<file path="config.mk">
export PLATFORM = sky130hd
export DESIGN_NAME = iso_split_sched
export DESIGN_NICKNAME = d
export VERILOG_FILES = /design/src/rtl/iso_split_pkg.sv /design/src/rtl/iso_split_pick.sv /design/src/rtl/iso_slot_store.sv /design/src/rtl/iso_split_sched.sv
export SDC_FILE = /design/constraint.sdc
export NUM_CORES = 1
export LEC_CHECK = 0
export BUFFER_PORTS_ARGS = -buffer_cell sky130_fd_sc_hd__buf_2
export CAP_MARGIN = 5
export CORE_AREA = 2 2 133 160
export DETAILED_ROUTE_END_ITERATION = 8
export DIE_AREA = 0 0 135 162
export GPL_ROUTABILITY_DRIVEN = 0
export PLACE_DENSITY = 0.45
export SLEW_MARGIN = 25
export SYNTH_ARGS = -nofsm -noshare
export SYNTH_HDL_FRONTEND = slang
export SYNTH_SLANG_ARGS = --single-unit
</file>
<file path="constraint.sdc">
create_clock -name clk -period 2.4 [get_ports clk]
set_clock_uncertainty 0.1 [all_clocks]
set_input_delay 0.24 -clock clk [delete_from_list [all_inputs] [get_ports clk]]
set_output_delay 0.24 -clock clk [all_outputs]
set_load 0.01 [all_outputs]
</file>
<file path="src/rtl/iso_split_pkg.sv">
package iso_split_pkg;
  localparam int unsigned STAT_W = 3;
  localparam int unsigned ST_ERR = 0;
  localparam int unsigned ST_BABBLE = 1;
  localparam int unsigned ST_UNDERRUN = 2;

  typedef enum logic {
    REQ_START    = 1'b0,
    REQ_COMPLETE = 1'b1
  } req_kind_e;

  function automatic logic [STAT_W-1:0] status_keep(input logic is_in);
    logic [STAT_W-1:0] m;
    m = '0;
    m[ST_ERR] = 1'b1;
    m[ST_BABBLE] = is_in;
    m[ST_UNDERRUN] = ~is_in;
    return m;
  endfunction
endpackage

</file>
<file path="src/rtl/iso_split_pick.sv">
module iso_split_pick #(
  parameter int unsigned NUM_UF = 8,
  parameter int unsigned SLOT_W = $clog2(NUM_UF)
) (
  input  logic [NUM_UF-1:0] ss_act_i,
  input  logic [NUM_UF-1:0] cs_act_i,
  input  logic              frame_hit_i,
  input  logic [SLOT_W-1:0] uframe_i,
  output logic              hit_o,
  output iso_split_pkg::req_kind_e kind_o
);
  import iso_split_pkg::*;

  logic ss_bit;
  logic cs_bit;

  always_comb begin
    ss_bit = ss_act_i[uframe_i];
    cs_bit = cs_act_i[uframe_i];
    hit_o  = frame_hit_i & (ss_bit | cs_bit);
    kind_o = ss_bit ? REQ_START : REQ_COMPLETE;
  end
endmodule

</file>
<file path="src/rtl/iso_slot_store.sv">
module iso_slot_store #(
  parameter int unsigned NUM_UF = 8,
  parameter int unsigned CNT_W  = 8,
  parameter int unsigned SLOT_W = $clog2(NUM_UF)
) (
  input  logic                               clk,
  input  logic                               rst_n,
  input  logic                               clr_all_i,
  input  logic                               wr_en_i,
  input  logic [SLOT_W-1:0]                  wr_slot_i,
  input  logic [iso_split_pkg::STAT_W-1:0]   wr_stat_i,
  input  logic [CNT_W-1:0]                   wr_bytes_i,
  input  logic [SLOT_W-1:0]                  rd_slot_i,
  output logic [iso_split_pkg::STAT_W-1:0]   rd_stat_o,
  output logic [CNT_W-1:0]                   rd_bytes_o
);
  import iso_split_pkg::*;

  logic [STAT_W-1:0] stat_q [NUM_UF];
  logic [CNT_W-1:0]  bytes_q [NUM_UF];

  for (genvar g = 0; g < NUM_UF; g++) begin : g_slot
    logic              en;
    logic [STAT_W-1:0] stat_d;
    logic [CNT_W-1:0]  bytes_d;

    always_comb begin
      en      = clr_all_i | (wr_en_i & (wr_slot_i == SLOT_W'(g)));
      stat_d  = clr_all_i ? '0 : wr_stat_i;
      bytes_d = clr_all_i ? '0 : wr_bytes_i;
    end

    always_ff @(posedge clk or negedge rst_n) begin
      if (!rst_n) begin
        stat_q[g]  <= '0;
        bytes_q[g] <= '0;
      end else if (en) begin
        stat_q[g]  <= stat_d;
        bytes_q[g] <= bytes_d;
      end
    end
  end

  always_comb begin
    rd_stat_o  = stat_q[rd_slot_i];
    rd_bytes_o = bytes_q[rd_slot_i];
  end
endmodule

</file>
<file path="src/rtl/iso_split_sched.sv">
module iso_split_sched #(
  parameter int unsigned NUM_UF      = 8,
  parameter int unsigned FRM_W       = 5,
  parameter int unsigned CNT_W       = 8,
  parameter int unsigned IN_SS_LIMIT = 4,
  localparam int unsigned SLOT_W     = $clog2(NUM_UF),
  localparam int unsigned STAT_W     = iso_split_pkg::STAT_W
) (
  input  logic              clk,
  input  logic              rst_n,
  input  logic              load_i,
  input  logic [NUM_UF-1:0] load_ss_mask_i,
  input  logic [NUM_UF-1:0] load_cs_mask_i,
  input  logic              load_is_in_i,
  input  logic [FRM_W-1:0]  load_frame_i,
  input  logic              tick_i,
  input  logic [FRM_W-1:0]  cur_frame_i,
  input  logic [SLOT_W-1:0] cur_uframe_i,
  output logic              req_valid_o,
  output logic              req_is_cs_o,
  output logic [SLOT_W-1:0] req_slot_o,
  input  logic              res_valid_i,
  input  logic [SLOT_W-1:0] res_slot_i,
  input  logic [STAT_W-1:0] res_status_i,
  input  logic [CNT_W-1:0]  res_bytes_i,
  input  logic [SLOT_W-1:0] rd_slot_i,
  output logic [STAT_W-1:0] rd_status_o,
  output logic [CNT_W-1:0]  rd_bytes_o,
  output logic [NUM_UF-1:0] ss_active_o,
  output logic [NUM_UF-1:0] cs_active_o,
  output logic              load_err_o,
  output logic              done_o
);
  import iso_split_pkg::*;

  localparam logic [NUM_UF-1:0] IN_BAD_MASK = ~((NUM_UF'(1) << IN_SS_LIMIT) - NUM_UF'(1));

  // descriptor state
  logic [NUM_UF-1:0] ss_q, ss_d;
  logic [NUM_UF-1:0] cs_q, cs_d;
  logic [FRM_W-1:0]  frame_q, frame_d;
  logic              is_in_q, is_in_d;
  logic              err_q, err_d;
  logic              desc_en;

  // request state
  logic              rv_q, rv_d;
  logic              rcs_q, rcs_d;
  logic [SLOT_W-1:0] rslot_q, rslot_d;

  logic              frame_hit;
  logic              pick_hit;
  req_kind_e         pick_kind;
  logic              load_ok;
  logic              res_take;
  logic              slot_ss;
  logic              slot_cs;
  logic [STAT_W-1:0] stat_kept;

  iso_split_pick #(.NUM_UF(NUM_UF), .SLOT_W(SLOT_W)) u_pick (
    .ss_act_i    (ss_q),
    .cs_act_i    (cs_q),
    .frame_hit_i (frame_hit),
    .uframe_i    (cur_uframe_i),
    .hit_o       (pick_hit),
    .kind_o      (pick_kind)
  );

  iso_slot_store #(.NUM_UF(NUM_UF), .CNT_W(CNT_W), .SLOT_W(SLOT_W)) u_store (
    .clk        (clk),
    .rst_n      (rst_n),
    .clr_all_i  (load_i),
    .wr_en_i    (res_take),
    .wr_slot_i  (res_slot_i),
    .wr_stat_i  (stat_kept),
    .wr_bytes_i (res_bytes_i),
    .rd_slot_i  (rd_slot_i),
    .rd_stat_o  (rd_status_o),
    .rd_bytes_o (rd_bytes_o)
  );

  // descriptor next state
  always_comb begin
    frame_hit = (cur_frame_i == frame_q);
    load_ok   = ~(load_is_in_i & |(load_ss_mask_i & IN_BAD_MASK));
    slot_ss   = ss_q[res_slot_i];
    slot_cs   = cs_q[res_slot_i];
    res_take  = res_valid_i & ~load_i & (slot_ss | slot_cs);
    stat_kept = res_status_i & status_keep(is_in_q);

    ss_d    = ss_q;
    cs_d    = cs_q;
    frame_d = frame_q;
    is_in_d = is_in_q;
    err_d   = err_q;
    desc_en = 1'b0;

    if (load_i) begin
      desc_en = 1'b1;
      frame_d = load_frame_i;
      is_in_d = load_is_in_i;
      if (load_ok) begin
        ss_d  = load_ss_mask_i;
        cs_d  = load_is_in_i ? load_cs_mask_i : '0;
        err_d = 1'b0;
      end else begin
        ss_d  = '0;
        cs_d  = '0;
        err_d = 1'b1;
      end
    end else if (res_take) begin
      desc_en = 1'b1;
      if (slot_ss) begin
        ss_d[res_slot_i] = 1'b0;
      end else begin
        cs_d[res_slot_i] = 1'b0;
      end
    end
  end

  always_ff @(posedge clk or negedge rst_n) begin
    if (!rst_n) begin
      ss_q    <= '0;
      cs_q    <= '0;
      frame_q <= '0;
      is_in_q <= 1'b0;
      err_q   <= 1'b0;
    end else if (desc_en) begin
      ss_q    <= ss_d;
      cs_q    <= cs_d;
      frame_q <= frame_d;
      is_in_q <= is_in_d;
      err_q   <= err_d;
    end
  end

  // request next state
  always_comb begin
    rv_d    = tick_i & ~load_i & pick_hit;
    rcs_d   = (pick_kind == REQ_COMPLETE);
    rslot_d = cur_uframe_i;
  end

  always_ff @(posedge clk or negedge rst_n) begin
    if (!rst_n) begin
      rv_q    <= 1'b0;
      rcs_q   <= 1'b0;
      rslot_q <= '0;
    end else begin
      rv_q <= rv_d;
      if (rv_d) begin
        rcs_q   <= rcs_d;
        rslot_q <= rslot_d;
      end
    end
  end

  always_comb begin
    req_valid_o = rv_q;
    req_is_cs_o = rcs_q;
    req_slot_o  = rslot_q;
    ss_active_o = ss_q;
    cs_active_o = cs_q;
    load_err_o  = err_q;
    done_o      = ~|{ss_q, cs_q};
  end
endmodule

</file>
# == After elaboration in Yosys (flattened, before gate mapping) ==
# Index checks and enable logic that the tools add are counted.
# classes
order_cmp,4
mux,31
n_eq_ne,9
bitwise_logic,31
n_reduce_logical,10
# ops
operator,count
two-way mux 8 bit,12
binary-select mux 8 bit (select 3 bit),1
bitwise AND 8 bit,2
OR reduction 16 bit,1
bitwise AND 1 bit,14
binary-select mux 1 bit (select 3 bit),4
equality test 3 bit (second input constant),4
OR 1 bit,10
binary-select mux 3 bit (select 3 bit),1
two-way mux 1 bit,9
two-way mux 3 bit,3
less-than comparator 3 x 4 -> 1 bit (second input constant),2
inverter 8 bit,1
equality test 3 x 2 -> 1 bit (second input constant),2
AND reduction 3 bit,2
equality test 5 bit,1
greater-or-equal comparator 4 bit (second input constant),1
inverter 3 -> 4 bit,1
nonzero test 2 bit,2
OR reduction 4 bit,1
bitwise AND 3 bit,1
demux 1 bit (select 3 bit),1
equality test 3 x 1 -> 1 bit (second input constant),1
greater-or-equal comparator 3 x 1 -> 1 bit (second input constant),1
other kinds (6),7
# totals
elab_cells,109
regBits,116

# == Logic depth before layout (Yosys ltp) ==
# Gate-level depths: netlist of run 1.
# depth
ltp_word,9
mapped_depth,8
mapped_depth_nobuf,5

# == Cells and area by module ==
# Synthesis of run 1 repeated with hierarchy kept, for this count alone.
# hier_totals
cells_unflattened,587
area_unflattened_um2,6103.4
# by_module_without_submodules
mod,area_per_inst_um2,cells_per_inst,n_inst
iso_slot_store,4416.7,447,1
iso_split_sched,1550.2,133,1
iso_split_pick,136.4,7,1

# == Worst setup path after synthesis of run 1 ==
# Ideal clock, no wire load.
# synth_path
kind,reg2reg
start,register ss_q[5] (netlist: ss_active_o[5])
end,register rslot_q[0] (netlist: req_slot_o[0])
setup_slack_ps,483
path_buffers,0
required_time_ps,2175
path_stages_with_launch,6
arrival_ps,1692
cell_sequence,dfrtp_1 mux4_1 or2_1 nor2_1 or3_4 mux2_2
# synth_between
elab_chain_len,5
# synth_lines
item,line,rtl
"start, declared",iso_split_sched.sv:39,"logic [NUM_UF-1:0] ss_q, ss_d;"
"start signal, assigned",iso_split_sched.sv:129,ss_q <= ss_d;
binary-select mux 1 bit (select 3 bit),iso_split_pick.sv:18,ss_bit = ss_act_i[uframe_i];
two-way mux 1 bit (implied by the code),iso_split_pick.sv:18,
OR 1 bit,iso_split_pick.sv:20,hit_o = frame_hit_i & (ss_bit | cs_bit);
bitwise AND 1 bit,iso_split_pick.sv:20,
bitwise AND 1 bit,iso_split_sched.sv:139,rv_d = tick_i & ~load_i & pick_hit;
"end signal, assigned",iso_split_sched.sv:153,rslot_q <= rslot_d;
"end, declared",iso_split_sched.sv:49,"logic [SLOT_W-1:0] rslot_q, rslot_d;"
# Every way passes these cells. The select of a mux whose other input is x is not followed.
# A chain may end at the register's enable or synchronous reset.

# == Worst setup path after layout of run 1 ==
# layout_path
start,register ss_q[7] (netlist: ss_active_o[7])
end,register ss_q[6] (netlist: ss_active_o[6])
# layout_between
elab_chain_len,7
word_cells_on_any_way,9
cone_classes,4 x mux; 2 x bitwise; 3 x reduce/logical
# layout_lines
item,line,rtl
binary-select mux 1 bit (select 3 bit) *,iso_split_sched.sv:86,slot_ss = ss_q[res_slot_i];
two-way mux 1 bit (implied by the code) *,iso_split_sched.sv:86,
OR 1 bit,iso_split_sched.sv:88,res_take = res_valid_i & ~load_i & (slot_ss | slot_cs);
bitwise AND 1 bit,iso_split_sched.sv:88,
two-way mux 1 bit,iso_split_sched.sv:111,end else if (res_take) begin
two-way mux 1 bit,iso_split_sched.sv:98,if (load_i) begin
AND reduction 3 bit (no line) *,n/a,
# Mark *: on every way between the ends. The rest lies on a longest branch, timed or not. The select of a mux whose other input is x is not followed.

==> results.cfg, run 1 <==
[placed_design]
placed_area_sq_um = 6830
io_buffers = 85
post-dp-hpwl_um = 11200

[critical_path]
path_class = flip-flop to flip-flop
worst-path-buf-inv = 1
crit_chain = mux2_4 -> a2bb2oi_4 -> nand3_2 -> o21ai_0 -> o22ai_1 -> dlygate4sd3_1
cp-start-kind = flip-flop
cpPeakStageDelay_ns = 0.56
slowest_stage = dlygate4sd3_1
cp_max_fo = 11
cp.required_ns = 2.59
cp-end-kind = flip-flop
arrival_ns = 2.45
crit_family = buffers and inverters

[clock_network]
cts_tree = yes
cts_buffers = 17
cts_root_buf = clkbuf_16
cts_setup_buffers = 0
cts.htree.levels = 4
clk_latency_ns = 0.41
clock_sinks = 116
path_clk_slew_ns = 0.05
cts_buffer_depth = 2

[drt]
vias = 4427
postRouteAntennaNets = 0
dr.pass1.iters = 4
wire_per_inst_um = 18.9
wl_um = 16800
drt_iter0_drc = 252
drc = 0
via_per_inst = 4.99

[timing]
finalSetupViolations = 0
fin_crit_ns = 2.25
maxSlewHeadroom_pct = 58.8
setup_tns_ns = 0
hold_violations = 0
rsz0062_at_grt = no
worst_pin_slew_ns = 0.618
finalMaxSlewViolations = 0
clock.fmax_mhz = 444
period_share_pct = 93.9

[synthesis]
ys_types = 48
yosysSeqAreaShare_pct = 48.4
yosysTopAreaCell = dfrtp_1
synthesis.instances = 499
synth.area.top_cells = dfrtp_1 (48%), mux2i_1 (15%), mux4_2 (8.6%)
syn-num-nets = 551
syn_area_sq_um = 6000
synthDominantCellAreaShare_pct = 48.4
synth_edf_count = 0
synth_ff_type = dfrtp_1
async_flop_share_pct = 100
yosysMostFrequentCell = dfrtp_1
synth-warning-count = 0
synth.avg_cell_area_sq_um = 12.0
synth_common_cells = dfrtp_1 (116), nand2_1 (105), mux2i_1 (90)
synth-seq-cells = 116

[cells_and_area]
syn2layout_area_growth_pct = 27.5
nets = 665
antenna_cells = 0
final_area_sq_um = 7650
drive_gt1_share_pct = 30.0

[hold_path]
min_path_type = input pin to flip-flop

[floorplanning]
dieArea_sq_um = 21900
die_w_um = 135
initial_utilization_pct = 29.6
core_region_area_sq_um = 20300
die_h_um = 162
io-pin-count = 86
core.rowCount = 57

[power_and_ir_drop]
power_uw = 5190
power.density_nw_per_um2 = 679
ir_drop_uv = 440
leakagePower_uw = 0.00393

[global_route]
track_usage_pct = 16.1
antenna_found_initial = 0
grt_pass1_wl_um = 26600
grt-ovfl-total = 0
grt_pass1_vias = 4821
grt_max_degree = 76

[job]
cap_violations = 0

[run_status]
outcome = finished, final reports clean
==> tightest hold or removal path: stages <==
cell and delay, ns:
buf_2 0.11, nand2_1 0.06, o22ai_1 0.08
==> power by group <==
| group | internal (uW) | switching, uW | leakage (uW) |
|---|---|---|---|
| logic | 231 | 297 | 0.00205 |
| clock network | 1750 | 852 | 0.000295 |
| registers | 2020 | 44.7 | 0.00159 |
==> area by class of cell <==
| class | count | area [sq um] |
|---|---|---|
| clock inverters | 4 | 95.1 |
| clock buffers | 25 | 505 |
| flip-flops and latches | 116 | 2900 |
| repair buffers | 128 | 906 |
| fillers | 2056 | 12600 |
| inverters | 7 | 27.5 |
| multi-input cells | 343 | 2880 |
| well taps | 265 | 332 |
==> per-stage QoR <==
step / hold WS [ns] / utilization [%] / instances / setup WS, ns
4_1_cts: 0.00147 / 37.8 / 888 / 0.155
3_5_place_dp: 0.191 / 33.7 / 837 / 0.183
5_1_grt: 0.0205 / 37.8 / 888 / 0.0409
2_1_floorplan: -0.156 / - / 499 / 0.483
3_3_place_gp: 0.186 / 33.7 / 837 / 0.218
6_report: 0.0233 / 37.8 / 888 / 0.147
==> path summary, 6_finish.rpt <==
path / start / depth (start not counted) / slack [ns] / to
max in group asynchronous: rst_n / 3 / 1.13 / cs_active_o[6]$_DFFE_PN0P_
worst min register to register: req_is_cs_o$_DFFE_PN0P_ / 1 / 0.39 / req_is_cs_o$_DFFE_PN0P_
worst min-delay path: load_ss_mask_i[4] / 3 / 0.02 / ss_active_o[4]$_DFFE_PN0P_
worst max register to register: ss_active_o[7]$_DFFE_PN0P_ / 6 / 0.15 / ss_active_o[6]$_DFFE_PN0P_
worst max-delay path: ss_active_o[7]$_DFFE_PN0P_ / 6 / 0.15 / ss_active_o[6]$_DFFE_PN0P_
min in group asynchronous: rst_n / 2 / 0.29 / frame_q[2]$_DFFE_PN0P_
==> per-layer routing <==
layer | part of all wire (%) | global-route usage (%)
met3 | 4.8 | 3.53
met4 | 2.4 | 6.39
met2 | 48 | 27.2
met1 | 45 | 20.0
met5 | 0 | 0
==> state kept, by name, summed over array words and instances, names as in the netlist <==
register and count:
cs_active_o 8, frame_q 5, is_in_q 1, load_err_o 1, req_is_cs_o 1, req_slot_o 3, req_valid_o 1, ss_active_o 8
u_store.bytes_q 64, u_store.stat_q 24
==> cells by family after synthesis <==
| family | share of synthesized area, % |
|---|---|
| AO/OA/AOI/OAI | 5.82 |
| XOR/XNOR | 0.730 |
| buffers and inverters | 3.57 |
| flip-flops | 48.4 |
| multiplexers | 29.8 |
| AND/OR/NAND/NOR | 11.7 |
==> cells in the final DEF, fill, tap and decap left out, types with 3 or more instances in the layout <==
cell,instances
a21o_1,3
a32o_1,9
and3_1,3
buf_12,8
buf_2,84
buf_4,14
bufinv_16,3
clkbuf_1,3
clkbuf_16,17
clkbuf_8,5
dfrtp_1,116
dlygate4sd3_1,22
inv_1,6
mux2_2,22
mux2i_1,90
mux4_1,4
mux4_2,23
nand2_1,105
nand3_1,14
nand3b_1,4
nand4_1,5
nor2_1,7
nor2b_1,3
nor4_1,5
o21a_1,3
o21ai_0,6
o22ai_1,3
xor2_1,4
==> timing repair <==
item	in CTS	in global routing
resized for setup	0	0
endpoints found under the hold margin	59	0
endpoints found under the setup margin	0	0
hold buffers	22	0
(Power assumes the default switching activity.)
==> run 2: changes to the inputs <==
- ABC_AREA: unset -> 1
- CORE_AREA: 2 2 133 160 -> 2 2 134 162
- DIE_AREA: 0 0 135 162 -> 0 0 136 164
==> run 2 against run 1 <==
Compared with the run above: global-route usage up 4.2 points; total power up 12%; largest cell class unchanged; setup slack better by 0.25 ns; hold slack lost 0.00085 ns; cell count increased by 39%.
==> results.cfg, run 2 <==
[run_status]
outcome = finished, final reports clean

[timing]
fin_crit_ns = 2.00
period_share_pct = 83.3
hold_violations = 0
finalMaxSlewViolations = 0
clock.fmax_mhz = 500
fin_ws_ns = 0.401
maxSlewHeadroom_pct = 44.2
setup_tns_ns = 0
rsz0062_at_grt = no
worst_pin_slew_ns = 0.833
finalSetupViolations = 0

[synthesis]
async_flop_share_pct = 100
synth.avg_cell_area_sq_um = 7.27
synth.area.top_cells = dfrtp_1 (47%), nand2_1 (18%), nand3_1 (9.1%)
ys_types = 28
syn_area_sq_um = 6110
synthesis.instances = 841
synth_mux_area_share_pct = 0
yosysMostFrequentCell = nand2_1
yosysTopAreaCell = dfrtp_1
synth_top_family_by_area = simple AND/OR/NAND/NOR gates
post_synth_fa_ha_maj_area_fraction_pct = 0
synth-compound-area-share_pct = 10.3
yosys.area_share.simple_pct = 34.9
synthXorXnorAreaFrac_pct = 0
synth_edf_count = 0
yosysSeqAreaShare_pct = 47.5
synth_common_cells = nand2_1 (287), dfrtp_1 (116), nand3_1 (111)
synth-seq-cells = 116
synth_ff_type = dfrtp_1
synthDominantCellAreaShare_pct = 47.5
syn-num-nets = 893
synth-warning-count = 0

[drt]
wire_per_inst_um = 17.5
drt_iter0_drc = 507
drc = 0
vias = 6092
postRouteAntennaNets = 0
wl_um = 21600
dr.pass1.iters = 5
via_per_inst = 4.94

[clock_network]
cts_resized = 0
clock_sinks = 116
clk_latency_ns = 0.42
cts_tree = yes
cts_buffer_depth = 2
cts.htree.levels = 4
cts_root_buf = clkbuf_16
path_clk_slew_ns = 0.06
cts_buffers = 17

[floorplanning]
die_w_um = 136
io-pin-count = 86
die_h_um = 164
initial_utilization_pct = 29.5
dieArea_sq_um = 22300
core_region_area_sq_um = 20800
core.rowCount = 58

[placed_design]
post-dp-hpwl_um = 15200
io_buffers = 85
place_ws_ns = 0.289
dp_cells = 1188
placed_area_sq_um = 6990

[critical_path]
cp-start-kind = flip-flop
crit_family = compound AO/OA/AOI/OAI gates
slowest_stage = dfrtp_1
worst-path-buf-inv = 1
cp.required_ns = 2.06
path_class = flip-flop to output pin
crit_chain = o21ai_0 -> o22ai_1 -> nor2_1 -> a31oi_1 -> buf_2
cp-end-kind = output pin
cp_max_fo = 2
arrival_ns = 1.66
cpPeakStageDelay_ns = 0.35

[power_and_ir_drop]
power.density_nw_per_um2 = 756
leakagePower_uw = 0.00409
ir_drop_uv = 457

[global_route]
grt_pass1_wl_um = 34300
grt_pass1_vias = 6090
grt-ovfl-total = 0
track_usage_pct = 20.3
antenna_found_initial = 1
grt_max_degree = 68

[cells_and_area]
finalNonFillerCells = 1234
final_cell_mix = nand2_1 (287), dfrtp_1 (116), nand3_1 (111), nor2_1 (96), buf_2 (84)
nets = 1003
antenna_cells = 0
drive_gt1_share_pct = 17.9
final_common_cell = nand2_1
final_area_sq_um = 7700
top_regs = u_store.bytes_q: 64 flops, u_store.stat_q: 24 flops
largest_register_ffs = 64
syn2layout_area_growth_pct = 26.0
regMostFlops = u_store.bytes_q

[hold_path]
min_path_type = input pin to flip-flop

[job]
cap_violations = 0
-- run 2: cell types whose count changed after synthesis, moves of 9 or more --
cell,previous run,this run
mux2_2,22,0
nand2_1,105,287
o22ai_1,3,19
a31oi_1,2,11
nand3_1,14,111
o21ai_0,6,64
a32o_1,9,0
mux4_2,23,0
clkbuf_1,16,26
mux2i_1,90,0
nor2_1,7,96
inv_1,6,46
-- run 2: timing repair --
action                                 in CTS  in global routing
hold buffers                               14                  0
setup buffers                               0                  0
endpoints found under the hold margin     128                  0
-- run 2: power breakdown --
part / leakage (uW) / internal [uW] / switching, uW / total [uW]
Clock: 0.000267 / 1450 / 1040 / 2490
Combinational: 0.00230 / 362 / 657 / 1020
Sequential: 0.00152 / 2180 / 131 / 2310
-- run 2: cells by family (layout without fill, tap and decap cells) --
kind of cell    after synthesis  count (layout)
flops                       116             116
buf+inv                      99             222
compound gates              114             114
simple gates                512             512
-- run 2: through the flow --
| stage | utilization, % | hold WS [ns] | power, uW |
|---|---|---|---|
| 5_1_grt | 37.1 | 0.0199 | 6100 |
| 3_5_place_dp | 33.7 | 0.165 | 3360 |
| 2_1_floorplan | - | -0.156 | 2910 |
| 3_3_place_gp | 33.7 | 0.163 | 3350 |
| 4_1_cts | 37.1 | 0.0110 | 5890 |
| 6_report | 37.1 | 0.0225 | 5820 |
-- run 2: per-layer routing --
metal	track usage (%)	up-vias	share of wire (%)
met5	0	-	0
li1	-	2955	-
met4	6.30	0	1.6
met3	3.89	23	5.1
met1	26.8	2930	45
met2	33.5	184	49
-- run 2: worst paths after layout --
path / slack (ns) / from / to / cells past startpoint
worst max-delay path: 0.40 / u_store.bytes_q[8]$_DFFE_PN0P_ / rd_bytes_o[0] / 5
worst min-delay path: 0.02 / cur_uframe_i[2] / req_slot_o[2]$_DFFE_PN0P_ / 3
worst max register to register: 0.43 / ss_active_o[5]$_DFFE_PN0P_ / u_store.stat_q[23]$_DFFE_PN0P_ / 9
worst min register to register: 0.36 / u_store.bytes_q[16]$_DFFE_PN0P_ / u_store.bytes_q[16]$_DFFE_PN0P_ / 2
max in group asynchronous: 1.58 / rst_n / u_store.stat_q[21]$_DFFE_PN0P_ / 3
min in group asynchronous: 0.24 / rst_n / cs_active_o[7]$_DFFE_PN0P_ / 3
-- run 2: worst register-to-register path, stage by stage (launching register included) --
cell	delay, ns
dfrtp_1	0.47
nand2_1	0.08
nand2_1	0.08
nand2_1	0.05
nand3_1	0.09
nand3_2	0.13
nand3_4	0.22
buf_4	0.44
nand3_1	0.16
nand2_1	0.09
-- run 2: area by class of cell --
| type | instances | area (sq um) |
|---|---|---|
| repair buffers | 142 | 941 |
| inverters | 48 | 180 |
| clock buffers | 17 | 425 |
| multi-input cells | 626 | 2770 |
| well taps | 270 | 338 |
| clock inverters | 15 | 151 |
| fillers | 2299 | 13100 |
| flip-flops and latches | 116 | 2900 |
==> run 3: changes to the inputs <==
- ABC_AREA: 1 -> 0
- CORE_AREA: 2 2 134 162 -> 2 2 133 160
- DIE_AREA: 0 0 136 164 -> 0 0 135 162
- PLACE_DENSITY: 0.45 -> 0.46
- clock period: 2.4 -> 1.75 ns (I/O delays scaled with it)
==> run 3 against run 2 <==
Compared with the run above: the flow now finishes with violations (negative setup slack); cell area grew 11%; routed wire length down 18%; first-iteration DRC count is 53% lower; hold slack improved by 0.0011 ns; critical path type unchanged; die area shrank 1.9%; register-to-register slack worse by 0.60 ns; largest cell class is now multi-input gates; clock power increased by 32%; utilization up 5.2 points; non-clock buffer count is 59 higher; combinational power down 9.8%; setup slack got worse by 0.62 ns.
==> results.cfg, run 3 (synthesis gave the netlist of run 1 again) <==
[cells_and_area]
final_common_cell = dfrtp_1
syn2layout_area_growth_pct = 43.0
top_regs = u_store.bytes_q: 64 flops, u_store.stat_q: 24 flops
drive_gt1_share_pct = 41.1
final_cell_mix = dfrtp_1 (116), nand2_1 (105), mux2i_1 (87), buf_2 (73), buf_4 (72)
antenna_cells = 0
fillers = 1940
regMostFlops = u_store.bytes_q
final_area_sq_um = 8580
largest_register_ffs = 64
nets = 738

[drt]
via_per_inst = 4.83
vias = 4657
wire_per_inst_um = 18.4
postRouteAntennaNets = 0
dr.pass1.iters = 4
drc = 0
drt_iter0_drc = 239
wl_um = 17700

[timing]
worst_pin_slew_ns = 0.523
clock.fmax_mhz = 508
fin_crit_ns = 1.97
hold_violations = 0
rsz0062_at_grt = yes
fin_ws_ns = -0.220
finalSetupViolations = 96
setup_tns_ns = -12.64
fin_hold_ws_ns = 0.0236
maxSlewHeadroom_pct = 65.1
finalMaxSlewViolations = 0
period_share_pct = 113

[clock_network]
cts_tree = yes
clk_latency_ns = 0.41
cts.htree.levels = 4
cts_buffers = 17
cts_root_buf = clkbuf_16
path_clk_slew_ns = 0.06
clock_sinks = 116
cts_buffer_depth = 2

[floorplanning]
initial_utilization_pct = 29.6
dieArea_sq_um = 21900
die_w_um = 135
io-pin-count = 86
core_region_area_sq_um = 20300
die_h_um = 162
core.rowCount = 57

[critical_path]
crit_chain = mux4_2 -> mux2_4 -> buf_6
cp-start-kind = flip-flop
reg2reg_slack_ns = -0.17
path_class = flip-flop to output pin
cp.required_ns = 1.47
cp_max_fo = 2
slowest_stage = mux4_2
cpPeakStageDelay_ns = 0.49
cp-end-kind = output pin
arrival_ns = 1.70

[placed_design]
post-dp-hpwl_um = 11700
placed_area_sq_um = 7290
place_ws_ns = -0.252
io_buffers = 85

[global_route]
grt-ovfl-total = 0
met1_usage_pct = 21.9
grt_util_met2_pct = 28.7
grt_pass1_wl_um = 28000
grt_pass1_vias = 4932
track_usage_pct = 17.0
grt_max_degree = 108
antenna_found_initial = 0
top_usage_layer = met2
met3_usage_pct = 4.28

[run_status]
outcome = complete, but fails checks
violations = negative setup slack

[hold_path]
min_path_type = input pin to flip-flop

[power_and_ir_drop]
ir_drop_uv = 692
power.density_nw_per_um2 = 818
leakagePower_uw = 0.00438

[job]
cap_violations = 0
## run 3: changes by cell type in the layout (fill, tap and decap cells not counted), sizes merged, moves of 16 or more
cell and delta:
buf +49, nand2 -184, mux2 +23, nor2 -92, mux2i +90, o21ai -62
inv -44, nand3 -101, o22ai -16, mux4 +27
## run 3: critical path: cells and delay by family, from the launching register on
family   cells  cell delay [ns]
flops        1             0.39
buf+inv      1             0.12
mux          2             0.78
## run 3: path summary, 6_finish.rpt
| kind | cells past startpoint | startpoint | endpoint |
|---|---|---|---|
| max | 3 | u_store.bytes_q[22]$_DFFE_PN0P_ | rd_bytes_o[6] |
| max reg2reg | 5 | ss_active_o[7]$_DFFE_PN0P_ | req_slot_o[2]$_DFFE_PN0P_ |
| min | 2 | cur_uframe_i[1] | req_slot_o[1]$_DFFE_PN0P_ |
| max in group asynchronous | 3 | rst_n | u_store.bytes_q[4]$_DFFE_PN0P_ |
| min in group asynchronous | 2 | rst_n | frame_q[2]$_DFFE_PN0P_ |
| min reg2reg | 1 | req_is_cs_o$_DFFE_PN0P_ | req_is_cs_o$_DFFE_PN0P_ |
## run 3: what timing repair did
item                       4_1_cts  5_1_grt
setup buffers                    8       12
gates cloned                     3        0
resized for setup               38       21
hold endpoints to repair        73        0
pin swaps                        4       20
hold buffers                    24        0
setup endpoints to repair      109      117
## run 3: final cells by class
| type | count | area [sq um] | share of cell area (%) |
|---|---|---|---|
| inverters | 7 | 27.5 | 0.321 |
| well taps | 265 | 332 | 3.87 |
| flip-flops and latches | 116 | 2900 | 33.8 |
| repair buffers | 201 | 1680 | 19.6 |
| multi-input cells | 343 | 3080 | 35.9 |
| clock inverters | 15 | 130 | 1.52 |
| clock buffers | 17 | 425 | 4.96 |
## run 3: power by group
group / leakage (uW) / switching (uW) / internal, uW
clock: 0.000270 / 1330 / 1950
combinational: 0.00252 / 468 / 452
sequential: 0.00159 / 50.6 / 2760
total: 0.00438 / 1850 / 5170
## run 3: stage by stage
stage	std cells	util [%]	power, uW
detailed placement	886	36.0	3660
finish	964	42.4	7020
CTS	953	41.5	7070
global route	964	42.4	7360
global placement	886	36.0	3640
floorplan	499	-	3250
## run 3: routing by layer
layer / wire (um) / share of wire, %
met5: 0 / 0
met4: 125 / 0.71
met3: 805 / 4.5
met2: 8890 / 50
met1: 7890 / 45
